### src/rtl/nand_sbecc.sv
module nand_sbecc #(
  parameter  int NUM_CS      = 4,
  parameter  int CHUNK_BYTES = 512,
  localparam int CSW = (NUM_CS > 1) ? $clog2(NUM_CS) : 1,
  localparam int AW  = $clog2(CHUNK_BYTES),
  localparam int HW  = AW + 3,
  localparam int CW  = 2 * HW
) (
  input  logic          clk,
  input  logic          rst_n,
  input  logic          start_i,
  input  logic [CSW-1:0] start_cs_i,
  input  logic          byte_vld_i,
  input  logic [CSW-1:0] byte_cs_i,
  input  logic [7:0]    byte_i,
  input  logic          rd_i,
  input  logic [CSW-1:0] rd_cs_i,
  input  logic [CW-1:0] stored_i,
  output logic          res_vld_o,
  output logic [CW-1:0] code_o,
  output logic [1:0]    status_o,
  output logic [AW-1:0] err_byte_o,
  output logic [2:0]    err_bit_o
);
  localparam logic [1:0] ST_CLEAN = 2'd0;
  localparam logic [1:0] ST_FIX   = 2'd1;
  localparam logic [1:0] ST_CODE  = 2'd2;
  localparam logic [1:0] ST_BAD   = 2'd3;

  logic [HW-1:0] od_q  [NUM_CS];
  logic [HW-1:0] ev_q  [NUM_CS];
  logic [AW:0]   cnt_q [NUM_CS];

  logic [NUM_CS-1:0] clr_v, hit_v;
  logic [HW-1:0] b_od, b_ev;
  logic [AW-1:0] b_addr;
  logic          b_clr, b_take;

  always_comb begin
    for (int c = 0; c < NUM_CS; c++) begin
      clr_v[c] = (start_i && start_cs_i == CSW'(c)) || (rd_i && rd_cs_i == CSW'(c));
      hit_v[c] = b_take && byte_cs_i == CSW'(c);
    end
  end

  assign b_clr  = clr_v[byte_cs_i];
  assign b_addr = b_clr ? '0 : cnt_q[byte_cs_i][AW-1:0];
  assign b_take = byte_vld_i && (b_clr || cnt_q[byte_cs_i] < (AW+1)'(CHUNK_BYTES));

  always_comb begin
    b_od = '0;
    b_ev = '0;
    for (int k = 0; k < 3; k++)
      for (int i = 0; i < 8; i++)
        if (((i >> k) & 1) != 0) b_od[k] = b_od[k] ^ byte_i[i];
        else                     b_ev[k] = b_ev[k] ^ byte_i[i];
    for (int j = 0; j < AW; j++) begin
      b_od[3+j] =  b_addr[j] & (^byte_i);
      b_ev[3+j] = ~b_addr[j] & (^byte_i);
    end
  end

  always_ff @(posedge clk or negedge rst_n) begin
    if (!rst_n) begin
      for (int c = 0; c < NUM_CS; c++) begin
        od_q[c]  <= '0;
        ev_q[c]  <= '0;
        cnt_q[c] <= '0;
      end
    end else begin
      for (int c = 0; c < NUM_CS; c++) begin
        if (hit_v[c]) begin
          od_q[c]  <= (clr_v[c] ? '0 : od_q[c]) ^ b_od;
          ev_q[c]  <= (clr_v[c] ? '0 : ev_q[c]) ^ b_ev;
          cnt_q[c] <= (clr_v[c] ? '0 : cnt_q[c]) + (AW+1)'(1);
        end else if (clr_v[c]) begin
          od_q[c]  <= '0;
          ev_q[c]  <= '0;
          cnt_q[c] <= '0;
        end
      end
    end
  end

  logic [CW-1:0] calc, diff;
  logic [HW-1:0] d_lo, d_hi;
  logic [AW-1:0] d_byte;
  logic [1:0]    st;

  assign calc   = ~{od_q[rd_cs_i], ev_q[rd_cs_i]};
  assign diff   = calc ^ stored_i;
  assign d_lo   = diff[HW-1:0];
  assign d_hi   = diff[CW-1:HW];
  assign d_byte = d_hi[HW-1:3];

  always_comb begin
    if (diff == '0)                       st = ST_CLEAN;
    else if ((d_hi ^ d_lo) == '1)         st = ({1'b0, d_byte} < (AW+1)'(CHUNK_BYTES)) ? ST_FIX : ST_BAD;
    else if ((diff & (diff - 1'b1)) == '0) st = ST_CODE;
    else                                  st = ST_BAD;
  end

  always_ff @(posedge clk or negedge rst_n) begin
    if (!rst_n) begin
      res_vld_o  <= 1'b0;
      code_o     <= '0;
      status_o   <= ST_CLEAN;
      err_byte_o <= '0;
      err_bit_o  <= '0;
    end else begin
      res_vld_o <= rd_i;
      if (rd_i) begin
        code_o     <= calc;
        status_o   <= st;
        err_byte_o <= (st == ST_FIX) ? d_byte : '0;
        err_bit_o  <= (st == ST_FIX) ? d_hi[2:0] : 3'd0;
      end
    end
  end
endmodule

### config.mk
export PLATFORM = sky130hd
export DESIGN_NAME = nand_sbecc
export DESIGN_NICKNAME = d
export VERILOG_FILES = /design/src/rtl/nand_sbecc.sv
export SDC_FILE = /design/constraint.sdc
export NUM_CORES = 1
export LEC_CHECK = 0
export ABC_AREA = 1
export BUFFER_PORTS_ARGS = -buffer_cell sky130_fd_sc_hd__buf_2
export CAP_MARGIN = 0
export CORE_MARGIN = 3
export CORE_UTILIZATION = 40
export CTS_BUF_LIST = sky130_fd_sc_hd__clkbuf_2 sky130_fd_sc_hd__clkbuf_4 sky130_fd_sc_hd__clkbuf_8
export CTS_CLUSTER_DIAMETER = 80
export DETAILED_ROUTE_END_ITERATION = 8
export MAX_ROUTING_LAYER = met4
export PLACE_DENSITY = 0.59
export SLEW_MARGIN = 30
export SYNTH_ARGS = -nofsm -noshare
export SYNTH_HDL_FRONTEND = slang
export SYNTH_SLANG_ARGS = --single-unit
### constraint.sdc
create_clock -name clk -period 4 [get_ports clk]
set_clock_uncertainty 0.2 [all_clocks]
set_input_delay 1.2 -clock clk [delete_from_list [all_inputs] [get_ports clk]]
set_output_delay 1.2 -clock clk [all_outputs]
set_load 0.02 [all_outputs]
==> results by group, run 1 <==
Drt
  – DR WL/cell: 16.64 um
  – Final ANT Viol Nets: 0
  – Initial drt markers: 841
  – Routed via count: 9716
  – DRT Pass-1 Iters: 6
  – Remaining DRCs: 0
  – Vias per cell: 5.042
  – Total Wirelength: 32060 um

GRT
  – Largest net degree at the start of global routing: 67
  – Number of global-route vias before repair: 9221
  – Initial antenna violation count: 0
  – Met2 usage: 35.49%
  – Global route hottest layer: met2
  – Grt met3 use: 3.693%
  – GR Util All Layers: 23.12%
  – GR Layer Usage met1: 32.15%
  – Overflow after GRT: 0
  – First-pass GRT wire length: 50790 um

Timing
  – Final Slew Violations: 0
  – Post-route minimum period: 3.336 ns
  – Final period utilization: 83.40%
  – Final setup fails: 0
  – RSZ-0062 raised after global routing: false
  – Hold Vio Cnt, Final: 0
  – Worst-Margin Slew: 0.6704 ns
  – Peak Freq: 299.8 MHz
  – Rel. slew slack: 55.24%
  – Setup_tns: 0 ns

Place
  – GP Congestion: 0.9247
  – Hpwl dp: 23720 um
  – Buffers on Ports: 81

Cells and area
  – Antenna Cells: 0
  – Share of cells above drive strength 1: 12.31%
  – Area grow syn2layout: 10.89%
  – Layout Nets: 1626

Clock network
  – CTS tree: yes
  – Clk_lat worst skew: 0.48 ns
  – CTS resizes: 0
  – CTS max path bufs: 2
  – Total CTS buffers: 17
  – CTS root buffer: clkbuf_8
  – CTS H-Tree Depth: 4
  – Hold Buf Count CTS: 0
  – Setup Buffers After CTS: 0
  – CTS Sinks: 175
  – Clock Pin Slew Worst Setup and Hold Paths: 0.10 ns

Logic synthesis
  – Mapped Area: 0.01079 mm2
  – Avg Inst Size Synth: 7.174 um2
  – Async SR Flop Fraction: 100.0%
  – Synth Register Bits: 175
  – Register area share after synthesis: 40.58%
  – Most numerous cell in the Yosys netlist: nand2_1
  – Yosys top cell area share: 40.58%
  – Post-Syn Nets: 1551
  – Cells after Synth: 1504
  – Ys Warns: 0
  – Ys flop type: dfrtp_1
  – Largest area contributor in the netlist: dfrtp_1
  – Top post-synthesis cells by count: 653 x nand2_1, 175 x dfrtp_1, 143 x nor2_1
  – Post-synth cell types: 40
  – Post-synth EDFFs: 0
  – Synth area leaders: dfrtp_1 41%, nand2_1 23%, xor2_1 6.7%

Floorplan
  – Die Area: 0.02898 mm2
  – Starting Density: 41.06%
  – Die height: 170.2 um
  – # rows: 59
  – Core footprint: 0.02628 mm2
  – Boundary Pins: 82
  – Die width: 170.2 um

Run status
  – Status: complete, no violations

Critical path
  – Cell depth of the worst flop-to-flop path: 17
  – Worst setup SP type: input pin
  – CP endpoint kind: register
  – Critical Path RT: 4.17 ns
  – Worst-path fanout max: 26
  – Crit path DAT: 3.50 ns
  – WS Path Type: in -> reg

Pwr
  – P_leak: 5.707 nW
  – Tot Pwr: 0.004899 W
  – VDD IR max: 0.0002007 V
  – Pwr Density: 409.4 mW/mm2

Worst hold path
  – Hold depth: 2
  – Hold WC Path Type: reg -> reg

Flow run
  – MaxCap Viol Count: 0
## worst paths after layout
kind                         startpoint            to  slack, ns
setup / recovery             rd_cs_i[0]   status_o[0]       0.66
hold / removal             err_bit_o[2]  err_bit_o[2]       0.29
setup reg to reg                od_q[1]   status_o[0]       1.65
hold reg to reg            err_bit_o[2]  err_bit_o[2]       0.29
max in group asynchronous         rst_n   status_o[0]       2.20
min in group asynchronous         rst_n      od_q[30]       0.50
## cell families after synthesis
logic type      Yosys count  share of synthesized area (%)
compound gates           89                          5.485
xor+xnor                143                          11.89
fa+ha+maj                 4                         0.4638
buf+inv                 160                          6.667
flops                   175                          40.58
simple gates            933                          34.91
## stage by stage
step / area (um2) / setup WS (ns) / utilization [%] / hold slack [ns] / instances
detailed placement: 11570 / 0.2198 / 44.03 / 0.2632 / 1895
floorplan: 10790 / 0.9354 / - / 0.2534 / 1504
finish: 11970 / 0.6639 / 45.53 / 0.2878 / 1927
global placement: 11570 / 0.1714 / 44.03 / 0.2585 / 1895
global route: 11970 / 0.4314 / 45.53 / 0.3127 / 1927
CTS: 11970 / 0.7232 / 45.53 / 0.2893 / 1927
## cell type report
type / count / area [um2]
sequential: 175 / 4379
tap: 335 / 419.2
clock inverter: 14 / 151.4
timing repair buffer: 106 / 661.9
multi-input combinational: 1169 / 5692
inverter: 110 / 420.4
fill: 2730 / 14320
clock buffer: 18 / 241.5
## flip-flops by register name (all words and copies together), names as in the netlist
signal,cells
err_byte_o,9
err_bit_o,3
code_o,24
ev_q,48
status_o,2
res_vld_o,1
od_q,48
cnt_q,40
## metal layers
metal  vias up  part of all wire, %  routed length [um]
met5         -                    0                   0
met4         0                  1.8                 579
met3        38                  5.5                1777
met2       256                   45               14500
met1      4607                   47               15200
li1       4815                    -                   -
## placed cells by master, fill, tap and decap left out, types with 6 or more instances in the layout
| cell type | instances |
|---|---|
| dfrtp_1 | 175 |
| nand2_2 | 17 |
| buf_4 | 20 |
| buf_2 | 80 |
| nand2_1 | 653 |
| nor2_1 | 143 |
| nand4_1 | 13 |
| xnor2_1 | 57 |
| nor3_1 | 12 |
| o31ai_2 | 10 |
| o22ai_1 | 17 |
| inv_1 | 94 |
| xor2_1 | 82 |
| clkbuf_8 | 17 |
| nor2_4 | 6 |
| o21ai_0 | 41 |
| nand3_1 | 80 |
| o21ai_1 | 12 |
| inv_2 | 9 |
## worst max-delay path: stages
cell	delay [ns]
buf_2	0.19
inv_4	0.20
buf_12	0.20
nand2_1	0.07
nand2_1	0.09
nand2_1	0.10
nand2_1	0.16
nand2_1	0.08
nand2_2	0.15
nand2_1	0.09
nor2_1	0.20
nand2_1	0.10
nor2_1	0.12
nand2_1	0.06
a21boi_1	0.16
nand2_1	0.07
nor2_1	0.08
nand2_1	0.05
nand2_1	0.06
nand2_1	0.05
## report_power, final
part           switching [W]  leakage (nW)  internal [W]
clock               0.000760         0.187      0.000524
combinational        0.00101          3.21      0.000465
sequential          0.000126          2.31       0.00202
No activity file was read; power rests on OpenSTA's default activity.
==> run 2, diff against run 1 <==
- PLACE_DENSITY: 0.59 -> 0.61
- clock period: 4 -> 3 ns (I/O delays scaled with it)
==> run 2 against run 1 <==
Combinational power up 53%. Via count up 3.4%. Sequential cell count unchanged. Cell area up 8.3%. Critical path type unchanged.
==> results by group, run 2 (same netlist as run 1, synthesis figures left out) <==
Pwr
  – P_leak: 6.313 nW (+11%)
  – Pwr Density: 533.0 mW/mm2 (+30%)
  – VDD IR max: 0.0002874 V (+43%)

GRT
  – Global route hottest layer: met2
  – Initial antenna violation count: 0 (unchanged)
  – Grt met3 use: 3.252% (-0.44 points)
  – Met2 usage: 38.17% (+2.7 points)
  – Number of global-route vias before repair: 9859 (+6.9%)
  – Overflow after GRT: 0 (unchanged)
  – First-pass GRT wire length: 52880 um (+4.1%)
  – GR Layer Usage met1: 32.39% (+0.24 points)
  – GR Util All Layers: 23.91% (+0.79 points)
  – Largest net degree at the start of global routing: 52 (-22%)

Clock network
  – Clock Pin Slew Worst Setup and Hold Paths: 0.11 ns (about the same)
  – CTS H-Tree Depth: 4 (unchanged)
  – Clk_lat worst skew: 0.48 ns (about the same)
  – CTS tree: yes
  – CTS root buffer: clkbuf_8
  – Hold Buf Count CTS: 0 (unchanged)
  – CTS Sinks: 175 (unchanged)
  – Total CTS buffers: 17 (unchanged)
  – CTS max path bufs: 2 (unchanged)

Cells and area
  – Most common cell after layout, fill and taps aside: nand2_1
  – Number of fillers in the final layout: 2653 (-2.8%)
  – Final Cell Area: 0.01296 mm2 (+8.3%)
  – Highest-count cells in the layout ignoring fill and taps: 643 x nand2_1, 175 x dfrtp_1, 138 x nor2_1
  – Share of cells above drive strength 1: 18.91% (+6.6 points)
  – Top flop regs: ev_q x48, od_q x48, cnt_q x40
  – Area grow syn2layout: 20.11%
  – Layout Nets: 1738 (+6.9%)

Timing
  – Post-route minimum period: 2.843 ns
  – RSZ-0062 raised after global routing: false
  – Worst-Margin Slew: 0.5019 ns (-0.1685 ns)
  – Final Slew Violations: 0 (unchanged)
  – Final worst setup slack: 0.1572 ns (-0.5068 ns)
  – Peak Freq: 351.8 MHz
  – Hold Vio Cnt, Final: 0 (unchanged)
  – Rel. slew slack: 66.38% (+11 points)
  – Final setup fails: 0 (unchanged)
  – Final period utilization: 94.76%

Critical path
  – WS Path Type: in -> reg
  – Crit-path cells: buf_2 -> buf_12 -> inv_6 -> buf_12 -> buf_4 -> nand2_1 -> nand2_1 -> nand2_1 -> nand2_2 -> nand2_1 -> nand2_1 -> buf_4 -> nand2_1 -> nand2_1 -> nand2_1 -> nor2_1 -> nand3_1 -> buf_4 -> a22o_1
  – Register-to-register path setup slack: 0.65 ns (-1.00 ns)
  – CP endpoint kind: register
  – Critical path's largest stage delay: 0.18 ns (-0.02 ns)
  – Cell depth of the worst flop-to-flop path: 15 (-2)
  – CP max-delay cell: buf_4
  – Crit path top cell by count: nand2_1
  – Worst-path fanout max: 15 (-42%)
  – Reg2reg start: ev_q[44]
  – Worst setup SP type: input pin
  – Critical R2R Capture: status_o[1]
  – Critical Path RT: 3.19 ns (-0.98 ns)
  – Crit path DAT: 3.03 ns (-0.47 ns)

Drt
  – Vias per cell: 4.928 (-2.3%)
  – Initial drt markers: 549 (-35%)
  – Remaining DRCs: 0 (unchanged)
  – Total Wirelength: 33080 um (+3.2%)
  – DR WL/cell: 16.22 um (-2.5%)
  – Final ANT Viol Nets: 0 (unchanged)
  – DRT Pass-1 Iters: 5 (-1)
  – Routed via count: 10050 (+3.4%)

Floorplan
  – Die Area: 0.02898 mm2 (unchanged)
  – Die height: 170.2 um (unchanged)
  – Core footprint: 0.02628 mm2 (unchanged)
  – Boundary Pins: 82 (unchanged)
  – # rows: 59 (unchanged)
  – Die width: 170.2 um (unchanged)
  – Starting Density: 41.06% (unchanged)

Place
  – Pre-CTS setup slack: -0.4365 ns (-0.6563 ns)
  – GP Congestion: 0.9561 (+3.4%)
  – Buffers on Ports: 81 (unchanged)
  – Post-DP Area: 0.01247 mm2 (+7.7%)
  – Hpwl dp: 24940 um (+5.1%)

Worst hold path
  – Hold WC Path Type: in -> async

Flow run
  – MaxCap Viol Count: 0 (unchanged)

Run status
  – Status: complete, no violations
-- run 2: report_power, final --
| group | switching [W] | internal [W] |
|---|---|---|
| clock | 0.000949 | 0.000833 |
| sequential | 0.000184 | 0.00269 |
| combinational | 0.00140 | 0.000853 |
-- run 2: how the worst max path moves through the flow --
stage                          start          end  slack (ns)  depth (start not counted)
after floorplan           rd_cs_i[0]  status_o[0]        0.24                         23
after global placement    rd_cs_i[0]  status_o[0]       -0.47                         22
after detailed placement  rd_cs_i[0]  status_o[0]       -0.44                         22
after CTS                 rd_cs_i[0]  status_o[0]        0.09                         22
after global routing      rd_cs_i[0]  status_o[0]        0.02                         24
final                     rd_cs_i[0]  status_o[1]        0.16                         19
-- run 2: critical path: cells and delay by family --
family	cells	cell delay (ns)
simple gates	11	1.02
buf+inv	7	0.91
compound gates	1	0.18
-- run 2: area by class of cell --
| class | instances | area (um2) | share of cell area (%) |
|---|---|---|---|
| diodes | 1 | 2.502 | 0.01931 |
| clock buffers | 18 | 241.5 | 1.863 |
| clock inverters | 13 | 160.2 | 1.236 |
| inverters | 110 | 422.9 | 3.263 |
| multi-input cells | 1169 | 5739 | 44.28 |
| flip-flops and latches | 175 | 4379 | 33.79 |
| well taps | 335 | 419.2 | 3.234 |
| repair buffers | 218 | 1595 | 12.31 |
-- run 2: routing by layer --
layer,vias to the layer above,routed length (um)
li1,5035,-
met1,4740,15500
met2,230,15510
met3,44,1457
met4,0,613
met5,-,0
-- run 2: what timing repair did --
action,in CTS,in global routing
hold endpoints to repair,0,0
setup endpoints to repair,0,2
resized for setup,0,18
setup buffers,0,2
-- run 2: through the flow --
stage | power, W | hold slack, ns | TNS, ns | instances | utilization [%]
after detailed placement | 0.005128 | 0.2599 | -5.784 | 2004 | 47.43
after global placement | 0.005099 | 0.2604 | -4.454 | 2004 | 47.43
after floorplan | 0.004209 | 0.2534 | 0 | 1504 | -
after CTS | 0.006910 | 0.1196 | 0 | 2035 | 48.96
after global routing | 0.007318 | 0.1207 | 0 | 2038 | 49.30
final | 0.006908 | 0.1173 | 0 | 2039 | 49.31
